### config.mk
export PLATFORM = sky130hd
export DESIGN_NAME = pio_port
export DESIGN_NICKNAME = d
export VERILOG_FILES = /design/src/rtl/pio_pkg.sv /design/src/rtl/pio_decode.sv /design/src/rtl/pio_handshake.sv /design/src/rtl/pio_regs.sv /design/src/rtl/pio_port.sv
export SDC_FILE = /design/constraint.sdc
export NUM_CORES = 1
export LEC_CHECK = 0
export BUFFER_PORTS_ARGS = -buffer_cell sky130_fd_sc_hd__clkbuf_2
export CAP_MARGIN = 20
export CORE_ASPECT_RATIO = 0.7
export CORE_MARGIN = 5
export CORE_UTILIZATION = 25
export DETAILED_ROUTE_END_ITERATION = 6
export RECOVER_POWER = 100
export SLEW_MARGIN = 20
export SYNTH_ARGS = -nofsm -noshare
export SYNTH_HDL_FRONTEND = slang
export SYNTH_SLANG_ARGS = --single-unit
### constraint.sdc
create_clock -name clk -period 2 [get_ports clk]
set_input_delay 0.3 -clock clk [delete_from_list [all_inputs] [get_ports clk]]
set_output_delay 0.3 -clock clk [all_outputs]
set_load 0.01 [all_outputs]
### src/rtl/pio_pkg.sv
package pio_pkg;
  typedef enum logic [1:0] {
    CMD_CTRL  = 2'd0,
    CMD_TEST  = 2'd1,
    CMD_READ  = 2'd2,
    CMD_WRITE = 2'd3
  } pio_cmd_e;

  localparam logic [1:0] OFF_DATA   = 2'd0;
  localparam logic [1:0] OFF_STATUS = 2'd1;
  localparam logic [1:0] OFF_CMD    = 2'd2;

  localparam int ST_BUSY = 0;
  localparam int ST_DONE = 1;
  localparam int ST_ERR  = 2;
  localparam int ST_IEN  = 3;
  localparam int ST_W    = 4;
endpackage

### src/rtl/pio_decode.sv
module pio_decode #(
  parameter int          AW   = 16,
  parameter logic [AW-1:0] BASE = 16'h0040
) (
  input  logic          mem_mapped,
  input  logic [AW-1:0] bus_addr,
  input  logic          bus_rd,
  input  logic          bus_wr,
  input  logic          io_sel,
  output logic          acc_rd,
  output logic          acc_wr,
  output logic [1:0]    acc_off
);
  logic in_window;
  logic space_ok;

  assign in_window = (bus_addr[AW-1:2] == BASE[AW-1:2]);
  assign space_ok  = mem_mapped | io_sel;
  assign acc_rd    = in_window & space_ok & bus_rd;
  assign acc_wr    = in_window & space_ok & bus_wr;
  assign acc_off   = bus_addr[1:0];
endmodule

### src/rtl/pio_handshake.sv
module pio_handshake #(
  parameter int TIMEOUT = 16
) (
  input  logic       clk,
  input  logic       rst_n,
  input  logic       start,
  input  logic [1:0] start_op,
  input  logic       dev_ready,
  output logic       dev_req,
  output logic [1:0] dev_op,
  output logic       xfer_done,
  output logic       timed_out
);
  localparam int TW = (TIMEOUT > 2) ? $clog2(TIMEOUT) : 1;
  localparam logic [TW-1:0] LIM = TW'(TIMEOUT - 1);

  logic [TW-1:0] wait_cnt;

  assign xfer_done = dev_req & dev_ready;
  assign timed_out = dev_req & ~dev_ready & (wait_cnt == LIM);

  always_ff @(posedge clk or negedge rst_n) begin
    if (!rst_n) begin
      dev_req  <= 1'b0;
      dev_op   <= 2'd0;
      wait_cnt <= '0;
    end else if (start) begin
      dev_req  <= 1'b1;
      dev_op   <= start_op;
      wait_cnt <= '0;
    end else if (dev_req) begin
      if (xfer_done || timed_out) dev_req <= 1'b0;
      else                        wait_cnt <= wait_cnt + 1'b1;
    end
  end
endmodule

### src/rtl/pio_regs.sv
module pio_regs
  import pio_pkg::*;
#(
  parameter int DW = 8
) (
  input  logic          clk,
  input  logic          rst_n,
  input  logic          acc_rd,
  input  logic          acc_wr,
  input  logic [1:0]    acc_off,
  input  logic [DW-1:0] bus_wdata,
  output logic [DW-1:0] bus_rdata,
  input  logic          busy,
  input  logic [1:0]    cur_op,
  input  logic          xfer_done,
  input  logic          timed_out,
  input  logic          dev_ready,
  input  logic [DW-1:0] dev_rdata,
  output logic          start,
  output logic [1:0]    start_op,
  output logic [DW-1:0] data_q,
  output logic          irq
);
  logic done_q, err_q, ien_q;
  logic data_we, stat_we, cmd_we, stat_re;
  logic [ST_W-1:0] status;
  pio_cmd_e cmd;

  assign data_we = acc_wr & (acc_off == OFF_DATA);
  assign stat_we = acc_wr & (acc_off == OFF_STATUS);
  assign cmd_we  = acc_wr & (acc_off == OFF_CMD);
  assign stat_re = acc_rd & (acc_off == OFF_STATUS);
  assign cmd     = pio_cmd_e'(bus_wdata[1:0]);

  assign start    = cmd_we & ~busy & (cmd != CMD_TEST);
  assign start_op = bus_wdata[1:0];

  always_comb begin
    status = '0;
    status[ST_BUSY] = busy;
    status[ST_DONE] = done_q;
    status[ST_ERR]  = err_q;
    status[ST_IEN]  = ien_q;
  end

  always_comb begin
    bus_rdata = '0;
    if (acc_rd) begin
      case (acc_off)
        OFF_DATA:   bus_rdata = data_q;
        OFF_STATUS: bus_rdata = DW'(status);
        default:    bus_rdata = '0;
      endcase
    end
  end

  assign irq = ien_q & done_q;

  always_ff @(posedge clk or negedge rst_n) begin
    if (!rst_n) begin
      data_q <= '0;
      done_q <= 1'b0;
      err_q  <= 1'b0;
      ien_q  <= 1'b0;
    end else begin
      if (stat_re) begin
        done_q <= 1'b0;
        err_q  <= 1'b0;
      end
      if (data_we && !busy) data_q <= bus_wdata;
      if (stat_we) ien_q <= bus_wdata[ST_IEN];
      if (cmd_we) begin
        if (busy) begin
          err_q <= 1'b1;
        end else if (cmd == CMD_TEST) begin
          data_q <= DW'(dev_ready);
          done_q <= 1'b1;
        end
      end
      if (xfer_done) begin
        done_q <= 1'b1;
        if (cur_op == CMD_READ) data_q <= dev_rdata;
      end
      if (timed_out) begin
        done_q <= 1'b1;
        err_q  <= 1'b1;
      end
    end
  end
endmodule

### src/rtl/pio_port.sv
module pio_port #(
  parameter int            AW      = 16,
  parameter int            DW      = 8,
  parameter logic [AW-1:0] BASE    = 16'h0040,
  parameter int            TIMEOUT = 16
) (
  input  logic          clk,
  input  logic          rst_n,
  input  logic          mem_mapped,
  input  logic [AW-1:0] bus_addr,
  input  logic          bus_rd,
  input  logic          bus_wr,
  input  logic          io_sel,
  input  logic [DW-1:0] bus_wdata,
  output logic [DW-1:0] bus_rdata,
  output logic          irq,
  output logic          dev_req,
  output logic [1:0]    dev_op,
  output logic [DW-1:0] dev_wdata,
  input  logic          dev_ready,
  input  logic [DW-1:0] dev_rdata
);
  logic       acc_rd, acc_wr;
  logic [1:0] acc_off;
  logic       start, xfer_done, timed_out;
  logic [1:0] start_op;

  pio_decode #(.AW(AW), .BASE(BASE)) u_dec (
    .mem_mapped (mem_mapped),
    .bus_addr   (bus_addr),
    .bus_rd     (bus_rd),
    .bus_wr     (bus_wr),
    .io_sel     (io_sel),
    .acc_rd     (acc_rd),
    .acc_wr     (acc_wr),
    .acc_off    (acc_off)
  );

  pio_handshake #(.TIMEOUT(TIMEOUT)) u_hs (
    .clk       (clk),
    .rst_n     (rst_n),
    .start     (start),
    .start_op  (start_op),
    .dev_ready (dev_ready),
    .dev_req   (dev_req),
    .dev_op    (dev_op),
    .xfer_done (xfer_done),
    .timed_out (timed_out)
  );

  pio_regs #(.DW(DW)) u_regs (
    .clk       (clk),
    .rst_n     (rst_n),
    .acc_rd    (acc_rd),
    .acc_wr    (acc_wr),
    .acc_off   (acc_off),
    .bus_wdata (bus_wdata),
    .bus_rdata (bus_rdata),
    .busy      (dev_req),
    .cur_op    (dev_op),
    .xfer_done (xfer_done),
    .timed_out (timed_out),
    .dev_ready (dev_ready),
    .dev_rdata (dev_rdata),
    .start     (start),
    .start_op  (start_op),
    .data_q    (dev_wdata),
    .irq       (irq)
  );
endmodule

==> results of run 1 <==
repair_timing:
| item | CTS | global route |
|---|---|---|
| hold endpoints to repair | 1 | 0 |
| hold buffers | 1 | 0 |
| resized for setup | 3 | 11 |
| pin swaps | 6 | 5 |
| endpoints found under the setup margin | 7 | 7 |
| setup buffers | 2 | 1 |
metal layers:
| layer | GRT usage, % | vias up | routed length (um) |
|---|---|---|---|
| met1 | 19.04 | 614 | 2011 |
| met3 | 3.362 | 5 | 268 |
| met4 | 2.703 | 0 | 23 |
| li1 | - | 663 | - |
| met2 | 18.64 | 39 | 1597 |
| met5 | 0 | - | 0 |
kinds of logic after synthesis:
logic type	share of synthesized area (%)
buffers and inverters	2.119
adder cells (fa/ha/maj)	1.009
XOR/XNOR	1.413
AO/OA/AOI/OAI	19.48
flip-flops	36.33
AND/OR/NAND/NOR	35.52
multiplexers	4.137
report_power, final:
group	leakage (nW)	switching [W]	total, W	internal (W)
logic	0.550	0.0000535	0.000104	0.0000504
registers	0.252	0.0000000702	0.000364	0.000364
clock network	0.0288	0.000130	0.000305	0.000175
total	0.831	0.000184	0.000773	0.000589
through the flow:
| stage | hold slack (ns) | total power [W] | setup TNS [ns] | cell area [um^2] | setup slack [ns] |
|---|---|---|---|---|---|
| floorplan | 0.004409 | 0.0003994 | 0 | 1240 | 0.1541 |
| global placement | 0.2851 | 0.0004693 | -0.2504 | 1710 | -0.06296 |
| detailed placement | 0.2804 | 0.0004699 | -0.3501 | 1710 | -0.08163 |
| CTS | 0.2779 | 0.0007808 | -0.02875 | 1804 | -0.01607 |
| global route | 0.2967 | 0.0008095 | -0.3899 | 1822 | -0.07526 |
| finish | 0.2837 | 0.0007732 | -0.01119 | 1822 | -0.01119 |
how the worst max path moves through the flow:
stage                 startpoint      endpoint  cells past startpoint
floorplan            bus_addr[7]  bus_rdata[7]                      4
global placement     bus_addr[7]  bus_rdata[1]                      7
detailed placement   bus_addr[7]  bus_rdata[1]                      7
CTS                  bus_addr[2]  bus_rdata[7]                      6
global route        bus_addr[15]  bus_rdata[2]                      7
finish              bus_addr[15]  bus_rdata[3]                      7
cells in the mapped netlist (all sizes together):
library cell,n
mux2i,4
a41o,1
clkbuf,1
buf,3
nand4b,1
and3,1
or4,3
xor2,2
ha,1
o21a,1
nand4,3
a211oi,7
and4b,1
nor2,17
and2,2
o31ai,2
nor3b,5
nor3,2
a21o,2
a221o,1
or4b,1
o21ai,8
a41oi,7
a31oi,1
nand2b,2
a21oi,3
or3,1
nand3,8
nand2,6
or2,2
nor2b,4
nor4,6
mux2,1
inv,2
dfrtp,18
o31a,1
worst register-to-register path, stage by stage, from the launching register on:
cell and delay (ns):
sky130_fd_sc_hd__dfrtp_1 0.37, sky130_fd_sc_hd__clkbuf_1 0.27, sky130_fd_sc_hd__nor2b_1 0.29, sky130_fd_sc_hd__nand2_1 0.18, sky130_fd_sc_hd__or3_1 0.37, sky130_fd_sc_hd__a21oi_1 0.14
state kept, by name, indices dropped and copies added (netlist names):
name           cells
u_hs.wait_cnt      4
u_regs.ien_q       1
u_regs.data_q      8
u_hs.dev_req       1
u_hs.dev_op        2
u_regs.err_q       1
u_regs.done_q      1
area by class of cell:
| class | instances | share of cell area, % |
|---|---|---|
| Timing Repair Buffer | 77 | 23.42 |
| Sequential cell | 18 | 24.73 |
| Tap cell | 69 | 4.739 |
| Clock buffer | 4 | 3.022 |
| Multi-Input combinational cell | 107 | 43.68 |
| Inverter | 2 | 0.4121 |
==> metrics.md, run 1 <==
| Metric | Value |
|---|---|
| Status | complete, but fails checks |
| Violated checks | negative setup slack |
| Worst-case setup margin in the final layout | -0.01119 ns |
| Share of cells above drive strength 1 | 42.31% |
| Number of stages on the worst hold path | 2 |
| Vias after detailed routing | 1321 |
| Synthesized area | 1240 um^2 |
| Slew HR | 28.76% |
| Cell accounting for the most synthesized area | sky130_fd_sc_hd__dfrtp_1 |
| Number of top-level design ports | 59 |
| Net total in the final layout | 249 |
| Post-Synthesis Mean Instance Area | 9.465 um^2 |
| Mean number of vias per cell | 4.769 |
| Required time of the worst setup path | 1.70 ns |
| Max cap viols | 0 |
| Via count of the first global-routing pass | 1261 |
| Library cell contributing the largest single delay on the critical path | sky130_fd_sc_hd__or4_4 |
| Endpoint of the worst-slack reg-to-reg timing path | u_hs.wait_cnt[3]$_DFFE_PN0P_ |
| Max IR drop VDD | 0.1895 mV |
| Cell count after synthesis | 131 |
| Area of the multi-input gates | 795.8 um^2 |
| Yosys warning count | 0 |
| Die footprint | 6491 um^2 |
| Wire length per cell | 14.08 um |
| Post-Route WL | 3899 um |
| Number of buffers inserted during clock tree synthesis | 3 |
| Share of Yosys cell area claimed by the top area cell type | 36.33% |
| Share of the yosys chip area belonging to registers | 36.33% |
| First-pass iteration count of the detailed router | 4 |
| GPL Wtd Cong | 0.8287 |
| Highest-count cells in the layout ignoring fill and taps | sky130_fd_sc_hd__clkbuf_2 (40), sky130_fd_sc_hd__dfrtp_1 (18), sky130_fd_sc_hd__buf_4 (16) |
| Number of H-tree branching levels | 1 |
| Total of endpoints with negative setup slack in the final report | 1 |
| Number of nets still failing antenna checks after routing | 0 |
| Buf/Inv on CP | 3 |
| Post-Place Cells | 269 |
| Die span in y | 68.92 um |
| Count of clock tree sinks | 18 |
| Worst Skew | 0.006217 ns |
| Clock input transition at the sequential cells of the worst setup and hold paths | 0.07 ns |
| Port bufs | 58 |
| Deepest clock path buffer count | 2 |
| Final clock period utilization by the worst path | 100.6% |
| Origin of the worst min-delay path | bus_wdata[3] |
| Fin. max-slew vios | 0 |
| Die boundary width | 94.18 um |
| Kind of critical path | primary input to primary output |
| Setup repair after global routing missed its margin | true |
| Remaining global-route overflow | 0 |
| Leakage Power | 0.8308 nW |
| Most frequent CP cell | sky130_fd_sc_hd__buf_6 |
| Initial antenna violation count | 0 |
| Depth of the worst register-to-register path | 5 |
| Post-Route Utilization | 38.10% |
| Number of different library cells in the post-synthesis netlist | 45 |
| Wire length of the first global-routing pass | 6430 um |
| CP top delay family | simple AND/OR/NAND/NOR gates |
| End point of the worst hold path | u_regs.ien_q$_DFFE_PN0P_ |
| Highest cell delay on the worst timing path | 0.55 ns |
| Fill cells | 535 |
| Maximum clock frequency | 0.4972 GHz |
| Floorplan core area | 4782 um^2 |
| Kind of end point of the critical path | primary output |
| Diodes inserted | 0 |
| Flop and latch count out of synthesis | 18 |
| CTS Root Buffer Type | sky130_fd_sc_hd__clkbuf_8 |
| Clock network latency to the later pin of the worst-skew pair | 0.26 ns |
| Highest fanout seen on the critical path | 6 |
| Sequence of cells on the critical path | buf_6 > or4_4 > nor3_4 > nand3_4 > buf_6 > nor2_1 > buf_2 |
| Setup crit start kind | primary input |
| Pin slew with the least headroom to its limit | 1.069 ns |
| Leading cell type in the layout, fill and taps excluded | sky130_fd_sc_hd__clkbuf_2 |
| Aggregate global-route resource usage | 12.88% |
| Number of DRC markers in iteration 0 | 23 |
| Initial Utilization | 25.93% |
| DR DRC count | 0 |
| Maximum number of pins on one net before global-route repair | 19 |
| Synthesis-to-layout area growth | 46.92% |
| Pwr dens | 424.4 nW/um^2 |
| Tightest Hold Check Type | primary input to flop |
| Clock tree from TritonCTS | done |
| Startpoint of the lowest-slack register-to-register path | u_hs.dev_req$_DFF_PN0_ |
| Num rows | 21 |
| Detailed placement HPWL | 3120 um |
| Arrival time of the worst setup path | 1.71 ns |
| Post-Synthesis Net Count | 171 |
| Hold violation total from the final report | 0 |
| Final Critical Period | 2.011 ns |
| Register area | 450.4 um^2 |
| Worst reg-to-reg setup slack | 0.31 ns |
| Synth area leaders | sky130_fd_sc_hd__dfrtp_1 (36%), sky130_fd_sc_hd__a41oi_1 (4.9%), sky130_fd_sc_hd__nor2_1 (4.8%) |
| Filler-free cell count of the finished design | 277 |
(Power assumes the default switching activity.)
==> run 2, diff against run 1 <==
--- a/config.mk
+++ b/config.mk
@@ -10,6 +10,7 @@
 export CORE_ASPECT_RATIO = 0.7
 export CORE_MARGIN = 5
 export CORE_UTILIZATION = 25
+export CTS_BUF_LIST = sky130_fd_sc_hd__clkbuf_16
 export DETAILED_ROUTE_END_ITERATION = 6
 export RECOVER_POWER = 100
 export SLEW_MARGIN = 20
==> run 2 against run 1 <==
Net effect:
- the flow still finishes with violations (negative setup slack)
- first-iteration DRC count rose by 52%
- count of clock-buffer cells in the layout fell by 1
- setup slack is essentially flat
- critical endpoint unchanged
- flip-flop and latch count unchanged
- maximum frequency is essentially flat
- combinational power hardly changed
- clock power up 33%
- final area increased by 0.55%
- global-route usage is essentially flat
- clock skew decreased by 0.0018 ns
- final cell count is 0.36% lower
- sequential power barely moved
==> metrics.md, run 2 (synthesized netlist as in run 1, its figures left out) <==
| Metric | Value |
|---|---|
| Status | complete, but fails checks |
| Violated checks | negative setup slack |
| Final clock period utilization by the worst path | 100.6% (about the same) |
| Library cell contributing the largest single delay on the critical path | sky130_fd_sc_hd__or4_4 |
| CTS Root Buffer Type | sky130_fd_sc_hd__clkbuf_16 |
| Wire length of the first global-routing pass | 6410 um (-0.31%) |
| Setup crit start kind | primary input |
| Largest register by flop count | u_regs.data_q |
| Maximum clock frequency | 0.4971 GHz (about the same) |
| Area of the multi-input gates | 795.8 um^2 (unchanged) |
| Remaining global-route overflow | 0 (unchanged) |
| Register area | 450.4 um^2 (unchanged) |
| Highest-count cells in the layout ignoring fill and taps | sky130_fd_sc_hd__clkbuf_2 (40), sky130_fd_sc_hd__dfrtp_1 (18), sky130_fd_sc_hd__buf_4 (15) |
| Count of clock tree sinks | 18 (unchanged) |
| Wire length per cell | 14.21 um (+0.95%) |
| Synthesis-to-layout area growth | 47.73% |
| Die footprint | 6491 um^2 (unchanged) |
| Vias after detailed routing | 1325 (+0.30%) |
| Highest fanout seen on the critical path | 6 (unchanged) |
| Aggregate global-route resource usage | 12.85% (-0.026 points) |
| Fill cells | 522 (-2.4%) |
| Post-Route WL | 3922 um (+0.59%) |
| Worst-case setup margin in the final layout | -0.01163 ns (-0.0004387 ns) |
| Deepest clock path buffer count | 2 (unchanged) |
| CTS Hold Buffers Added | 0 (-1) |
| Arrival time of the worst setup path | 1.71 ns (about the same) |
| Final hold slack | 0.2227 ns (-0.06106 ns) |
| Kind of end point of the critical path | primary output |
| Worst setup slack after placement | -0.08163 ns (unchanged) |
| Tightest Hold Check Type | primary input to asynchronous set/reset pin |
| Total of endpoints with negative setup slack in the final report | 1 (unchanged) |
| Via count of the first global-routing pass | 1253 (-0.63%) |
| Leading cell type in the layout, fill and taps excluded | sky130_fd_sc_hd__clkbuf_2 |
| Maximum number of pins on one net before global-route repair | 19 (unchanged) |
| Number of buffers inserted during clock tree synthesis | 3 (unchanged) |
| Worst Skew | 0.004405 ns (-0.001811 ns) |
| Kind of critical path | primary input to primary output |
| Endpoint of the worst-slack reg-to-reg timing path | u_hs.wait_cnt[3]$_DFFE_PN0P_ |
| GPL Wtd Cong | 0.8287 (unchanged) |
| Initial antenna violation count | 0 (unchanged) |
| Leakage Power | 0.8321 nW (+0.16%) |
| Floorplan core area | 4782 um^2 (unchanged) |
| Final Critical Period | 2.012 ns (+0.0004387 ns) |
| Clock input transition at the sequential cells of the worst setup and hold paths | 0.06 ns (about the same) |
| Fin. max-slew vios | 0 (unchanged) |
| Port bufs | 58 (unchanged) |
| Highest cell delay on the worst timing path | 0.55 ns (about the same) |
| Pin slew with the least headroom to its limit | 1.075 ns (+0.006531 ns) |
| Most frequent CP cell | sky130_fd_sc_hd__buf_6 |
| Sequence of cells on the critical path | buf_6 > or4_4 > nor3_4 > nand3_4 > buf_6 > nor2_1 > buf_2 |
| Max cap viols | 0 (unchanged) |
| Number of H-tree branching levels | 1 (unchanged) |
| Diodes inserted | 0 (unchanged) |
| PnR Total Power | 0.0008716 W (+13%) |
| Num rows | 21 (unchanged) |
| Detailed placement HPWL | 3120 um (unchanged) |
| Die boundary width | 94.18 um (unchanged) |
| Number of DRC markers in iteration 0 | 35 (+52%) |
| Hold violation total from the final report | 0 (unchanged) |
| Required time of the worst setup path | 1.70 ns (about the same) |
| Largest register FFs | 8 (unchanged) |
| First-pass iteration count of the detailed router | 4 (unchanged) |
| Max IR drop VDD | 0.2821 mV (+49%) |
| Biggest regs | u_regs.data_q (8), u_hs.wait_cnt (4), u_hs.dev_op (2) |
| Number of top-level design ports | 59 (unchanged) |
| Clock tree from TritonCTS | done |
| Worst reg-to-reg setup slack | 0.31 ns (about the same) |
| Startpoint of the lowest-slack register-to-register path | u_hs.dev_req$_DFF_PN0_ |
| Clock network latency to the later pin of the worst-skew pair | 0.25 ns (about the same) |
| DR DRC count | 0 (unchanged) |
| Depth of the worst register-to-register path | 5 (unchanged) |
| Mean number of vias per cell | 4.801 (+0.67%) |
| Pwr dens | 475.8 nW/um^2 (+12%) |
| Slew HR | 28.32% (-0.44 points) |
| Initial Utilization | 25.93% (unchanged) |
| Net total in the final layout | 248 (-0.40%) |
| Setup repair after global routing missed its margin | true |
| Die span in y | 68.92 um (unchanged) |
| Share of cells above drive strength 1 | 41.55% (-0.76 points) |
| Number of nets still failing antenna checks after routing | 0 (unchanged) |
run 2: worst max path at each step:
stage | from | to | slack, ns | cells after the start
2_1_floorplan | bus_addr[7] | bus_rdata[7] | 0.15 | 4
3_3_place_gp | bus_addr[7] | bus_rdata[1] | -0.06 | 7
3_5_place_dp | bus_addr[7] | bus_rdata[1] | -0.08 | 7
4_1_cts | bus_addr[2] | bus_rdata[7] | -0.02 | 6
5_1_grt | bus_addr[15] | bus_rdata[2] | -0.08 | 7
6_report | bus_addr[15] | bus_rdata[3] | -0.01 | 7
run 2: what timing repair did:
action	4_1_cts	5_1_grt
pin swaps	6	5
setup buffers	2	1
resized for setup	3	11
endpoints found under the setup margin	7	7
run 2: final cells by class:
cell class	instances	area share, %
inverter	2	0.4098
multi-input combinational	107	43.44
clock buffer	3	4.098
clock inverter	1	0.2049
timing repair buffer	76	22.54
sequential	18	24.59
tap	69	4.713
run 2: critical path: cells and delay by family:
kind	cells	cell delay (ns)
AND/OR/NAND/NOR	4	1.02
buffers and inverters	3	0.38
run 2: layer usage:
layer	vias to the layer above	part of all wire, %	global-route usage [%]
li1	662	-	-
met2	41	41	18.64
met1	620	52	18.96
met5	-	0	0
met4	0	0.69	2.703
met3	2	6.2	3.362
run 2: metrics by stage:
step                instances  area, um^2  util [%]  TNS (ns)
finish                    276        1832     38.30  -0.01163
global placement          269        1710     35.77   -0.2504
detailed placement        269        1710     35.77   -0.3501
CTS                       275        1818     38.02  -0.02874
global route              276        1832     38.30   -0.3899
floorplan                 131        1240         -         0
run 2: report_power, final:
| part | switching (W) | leakage [nW] | internal, W | total [W] |
|---|---|---|---|---|
| combinational | 0.0000533 | 0.542 | 0.0000491 | 0.000102 |
| sequential | 0.0000000709 | 0.252 | 0.000365 | 0.000365 |
| clock | 0.000139 | 0.0385 | 0.000266 | 0.000405 |
==> run 3, diff against run 2 <==
--- a/config.mk
+++ b/config.mk
@@ -13,6 +13,7 @@
 export CTS_BUF_LIST = sky130_fd_sc_hd__clkbuf_16
 export DETAILED_ROUTE_END_ITERATION = 6
 export RECOVER_POWER = 100
+export REMOVE_ABC_BUFFERS = 1
 export SLEW_MARGIN = 20
 export SYNTH_ARGS = -nofsm -noshare
 export SYNTH_HDL_FRONTEND = slang
==> run 3 against run 2 <==
Net effect:
- the flow still finishes with violations (negative setup slack)
- critical path depth is 1 lower
- final cell count unchanged
- register-to-register slack better by 0.03 ns
- sequential share of layout area grew 0.051 points
- count of clock-buffer cells in the layout unchanged
- flip-flop and latch count stayed put
- die area unchanged
- critical path type unchanged
==> metrics.md, run 3 (synthesized netlist as in run 1, its figures left out) <==
| Metric | Value |
|---|---|
| Number of nets still failing antenna checks after routing | 0 (unchanged) |
| Pin slew with the least headroom to its limit | 1.004 ns (-0.07084 ns) |
| Beginning of the critical path | bus_addr[4] |
| Fin. max-slew vios | 0 (unchanged) |
| Leakage Power | 0.8353 nW (+0.38%) |
| Post-Place Cells | 271 (+0.74%) |
| Maximum clock frequency | 0.4920 GHz (-1.0%) |
| Arrival time of the worst setup path | 1.73 ns (+0.02 ns) |
| Pwr dens | 478.7 nW/um^2 (+0.61%) |
| Slew HR | 33.04% (+4.7 points) |
| Detailed placement HPWL | 3195 um (+2.4%) |
| Final Critical Period | 2.032 ns (+0.02084 ns) |
| Number of top-level design ports | 59 (unchanged) |
| Mean number of vias per cell | 4.815 (+0.30%) |
| Wire length per cell | 14.18 um (-0.23%) |
| Worst reg-to-reg setup slack | 0.34 ns (+0.03 ns) |
| Met1 Wirelength | 1945 um (-4.8%) |
| Via count of the first global-routing pass | 1363 (+8.8%) |
| Filler-free cell count of the finished design | 276 (unchanged) |
| Finished Cell Area | 1828 um^2 (-0.21%) |
| DR DRC count | 0 (unchanged) |
| Post-place instance area | 1725 um^2 (+0.88%) |
| Violated checks | negative setup slack |
| Count of clock tree sinks | 18 (unchanged) |
| Final clock period utilization by the worst path | 101.6% (+1.0 points) |
| Largest register by flop count | u_regs.data_q |
| Die footprint | 6491 um^2 (unchanged) |
| Kind of end point of the critical path | primary output |
| Number of DRC markers in iteration 0 | 51 (+46%) |
| Fill cells | 501 (-4.0%) |
| CTS Hold Buffers Added | 0 (unchanged) |
| Clock tree from TritonCTS | done |
| GPL Wtd Cong | 0.8175 (-1.4%) |
| Initial Utilization | 25.93% (unchanged) |
| Register area | 450.4 um^2 (unchanged) |
| Port bufs | 58 (unchanged) |
| Aggregate global-route resource usage | 12.70% (-0.15 points) |
| Tightest Hold Check Type | primary input to asynchronous set/reset pin |
| Leading cell type in the layout, fill and taps excluded | sky130_fd_sc_hd__clkbuf_2 |
| Worst-case setup margin in the final layout | -0.03247 ns (-0.02084 ns) |
| Kind of critical path | primary input to primary output |
| Clock network latency to the later pin of the worst-skew pair | 0.25 ns (about the same) |
| Capturing instance or port of the critical path | bus_rdata[7] |
| Setup crit start kind | primary input |
| Net total in the final layout | 248 (unchanged) |
| Die span in y | 68.92 um (unchanged) |
| Biggest regs | u_regs.data_q (8), u_hs.wait_cnt (4), u_hs.dev_op (2) |
| Worst Skew | 0.002358 ns (-0.002047 ns) |
| Diodes inserted | 0 (unchanged) |
| Post-Route Utilization | 38.23% (-0.078 points) |
| PnR Total Power | 0.0008751 W (+0.41%) |
| Routed wl met2 | 1674 um (+4.0%) |
| Fin Setup TNS | -0.09543 ns (-0.08380 ns) |
| Highest fanout seen on the critical path | 8 (+2) |
| Startpoint of the lowest-slack register-to-register path | u_hs.dev_req$_DFF_PN0_ |
| Area of the multi-input gates | 790.8 um^2 (-0.63%) |
| Max IR drop VDD | 0.2160 mV (-23%) |
| Max cap viols | 0 (unchanged) |
| Endpoint of the worst-slack reg-to-reg timing path | u_hs.wait_cnt[3]$_DFFE_PN0P_ |
| Initial antenna violation count | 0 (unchanged) |
| Share of cells above drive strength 1 | 41.55% (unchanged) |
| Num rows | 21 (unchanged) |
| Status | complete, but fails checks |
| Hold violation total from the final report | 0 (unchanged) |
| Synthesis-to-layout area growth | 47.43% |
| Top Layer Used | met4 |
| Total of endpoints with negative setup slack in the final report | 4 (+3) |
| Vias after detailed routing | 1329 (+0.30%) |
| Maximum number of pins on one net before global-route repair | 19 (unchanged) |
| Post-Route WL | 3913 um (-0.23%) |
| Setup repair after global routing missed its margin | true |
| Largest register FFs | 8 (unchanged) |
| Remaining global-route overflow | 0 (unchanged) |
| Met3 routed wirelength | 280 um (+16%) |
| Highest-count cells in the layout ignoring fill and taps | sky130_fd_sc_hd__clkbuf_2 (43), sky130_fd_sc_hd__dfrtp_1 (18), sky130_fd_sc_hd__buf_4 (17) |
| CTS Root Buffer Type | sky130_fd_sc_hd__clkbuf_16 |
| Number of buffers inserted during clock tree synthesis | 3 (unchanged) |
| Number of H-tree branching levels | 1 (unchanged) |
| Die boundary width | 94.18 um (unchanged) |
| Deepest clock path buffer count | 2 (unchanged) |
| Required time of the worst setup path | 1.70 ns (about the same) |
| Depth of the worst register-to-register path | 5 (unchanged) |
| Wire length of the first global-routing pass | 6465 um (+0.86%) |
| Floorplan core area | 4782 um^2 (unchanged) |
| Clock input transition at the sequential cells of the worst setup and hold paths | 0.05 ns (about the same) |
| First-pass iteration count of the detailed router | 4 (unchanged) |
==> run 3: changes by cell type in the layout (fill, tap and decap cells not counted) <==
cell,delta
sky130_fd_sc_hd__clkbuf_2,+3
sky130_fd_sc_hd__buf_2,-2
sky130_fd_sc_hd__buf_4,+2
sky130_fd_sc_hd__clkbuf_1,-2
sky130_fd_sc_hd__nor2_1,+2
sky130_fd_sc_hd__nor2_2,-2
sky130_fd_sc_hd__and2_0,+1
sky130_fd_sc_hd__and2_1,-1
sky130_fd_sc_hd__buf_6,-1
==> run 3: per-layer routing <==
layer	vias to the layer above	GRT usage, %
met2	51	20.58
met5	-	0
met4	0	2.703
met1	614	17.45
met3	2	2.820
li1	662	-
==> run 3: critical path, stage by stage <==
cell and delay (ns):
sky130_fd_sc_hd__buf_6 0.09, sky130_fd_sc_hd__or4_4 0.55, sky130_fd_sc_hd__nor3_4 0.26, sky130_fd_sc_hd__nand3_4 0.18, sky130_fd_sc_hd__nor3b_2 0.20, sky130_fd_sc_hd__buf_2 0.15
==> run 3: cell type report <==
type                       count  share of cell area [%]
clock buffer                   3                   4.107
clock inverter                 1                  0.2053
inverter                       2                  0.4107
multi-input combinational    107                   43.26
sequential                    18                   24.64
tap                           69                   4.723
timing repair buffer          76                   22.66
==> run 3: how the worst min path moves through the flow <==
stage                                       to  startpoint  depth (start not counted)
floorplan           u_hs.dev_op[0]$_DFFE_PN0P_       rst_n                          0
CTS                 u_regs.data_q[4]$_DFF_PN0_       rst_n                          1
detailed placement  u_regs.data_q[4]$_DFF_PN0_       rst_n                          1
global placement    u_regs.data_q[4]$_DFF_PN0_       rst_n                          1
finish              u_regs.data_q[4]$_DFF_PN0_       rst_n                          1
global route        u_regs.data_q[4]$_DFF_PN0_       rst_n                          1
==> run 3: where the power goes <==
part	internal [W]	leakage, nW	switching [W]
Clock	0.000266	0.0385	0.000139
Sequential	0.000365	0.252	0.0000000710
Combinational	0.0000514	0.545	0.0000540
Total	0.000682	0.835	0.000193
==> run 3: timing repair <==
item,4_1_cts,5_1_grt
setup buffers,0,1
resized for setup,1,8
hold endpoints to repair,0,0
pin swaps,0,5
endpoints found under the setup margin,4,6
gates cloned,0,0
==> run 3: through the flow <==
stage	hold WS [ns]	setup slack [ns]
floorplan	0.004409	0.1515
global placement	0.2766	-0.06533
detailed placement	0.2788	-0.09071
CTS	0.01320	-0.03556
global route	0.3081	-0.1018
finish	0.1967	-0.03247
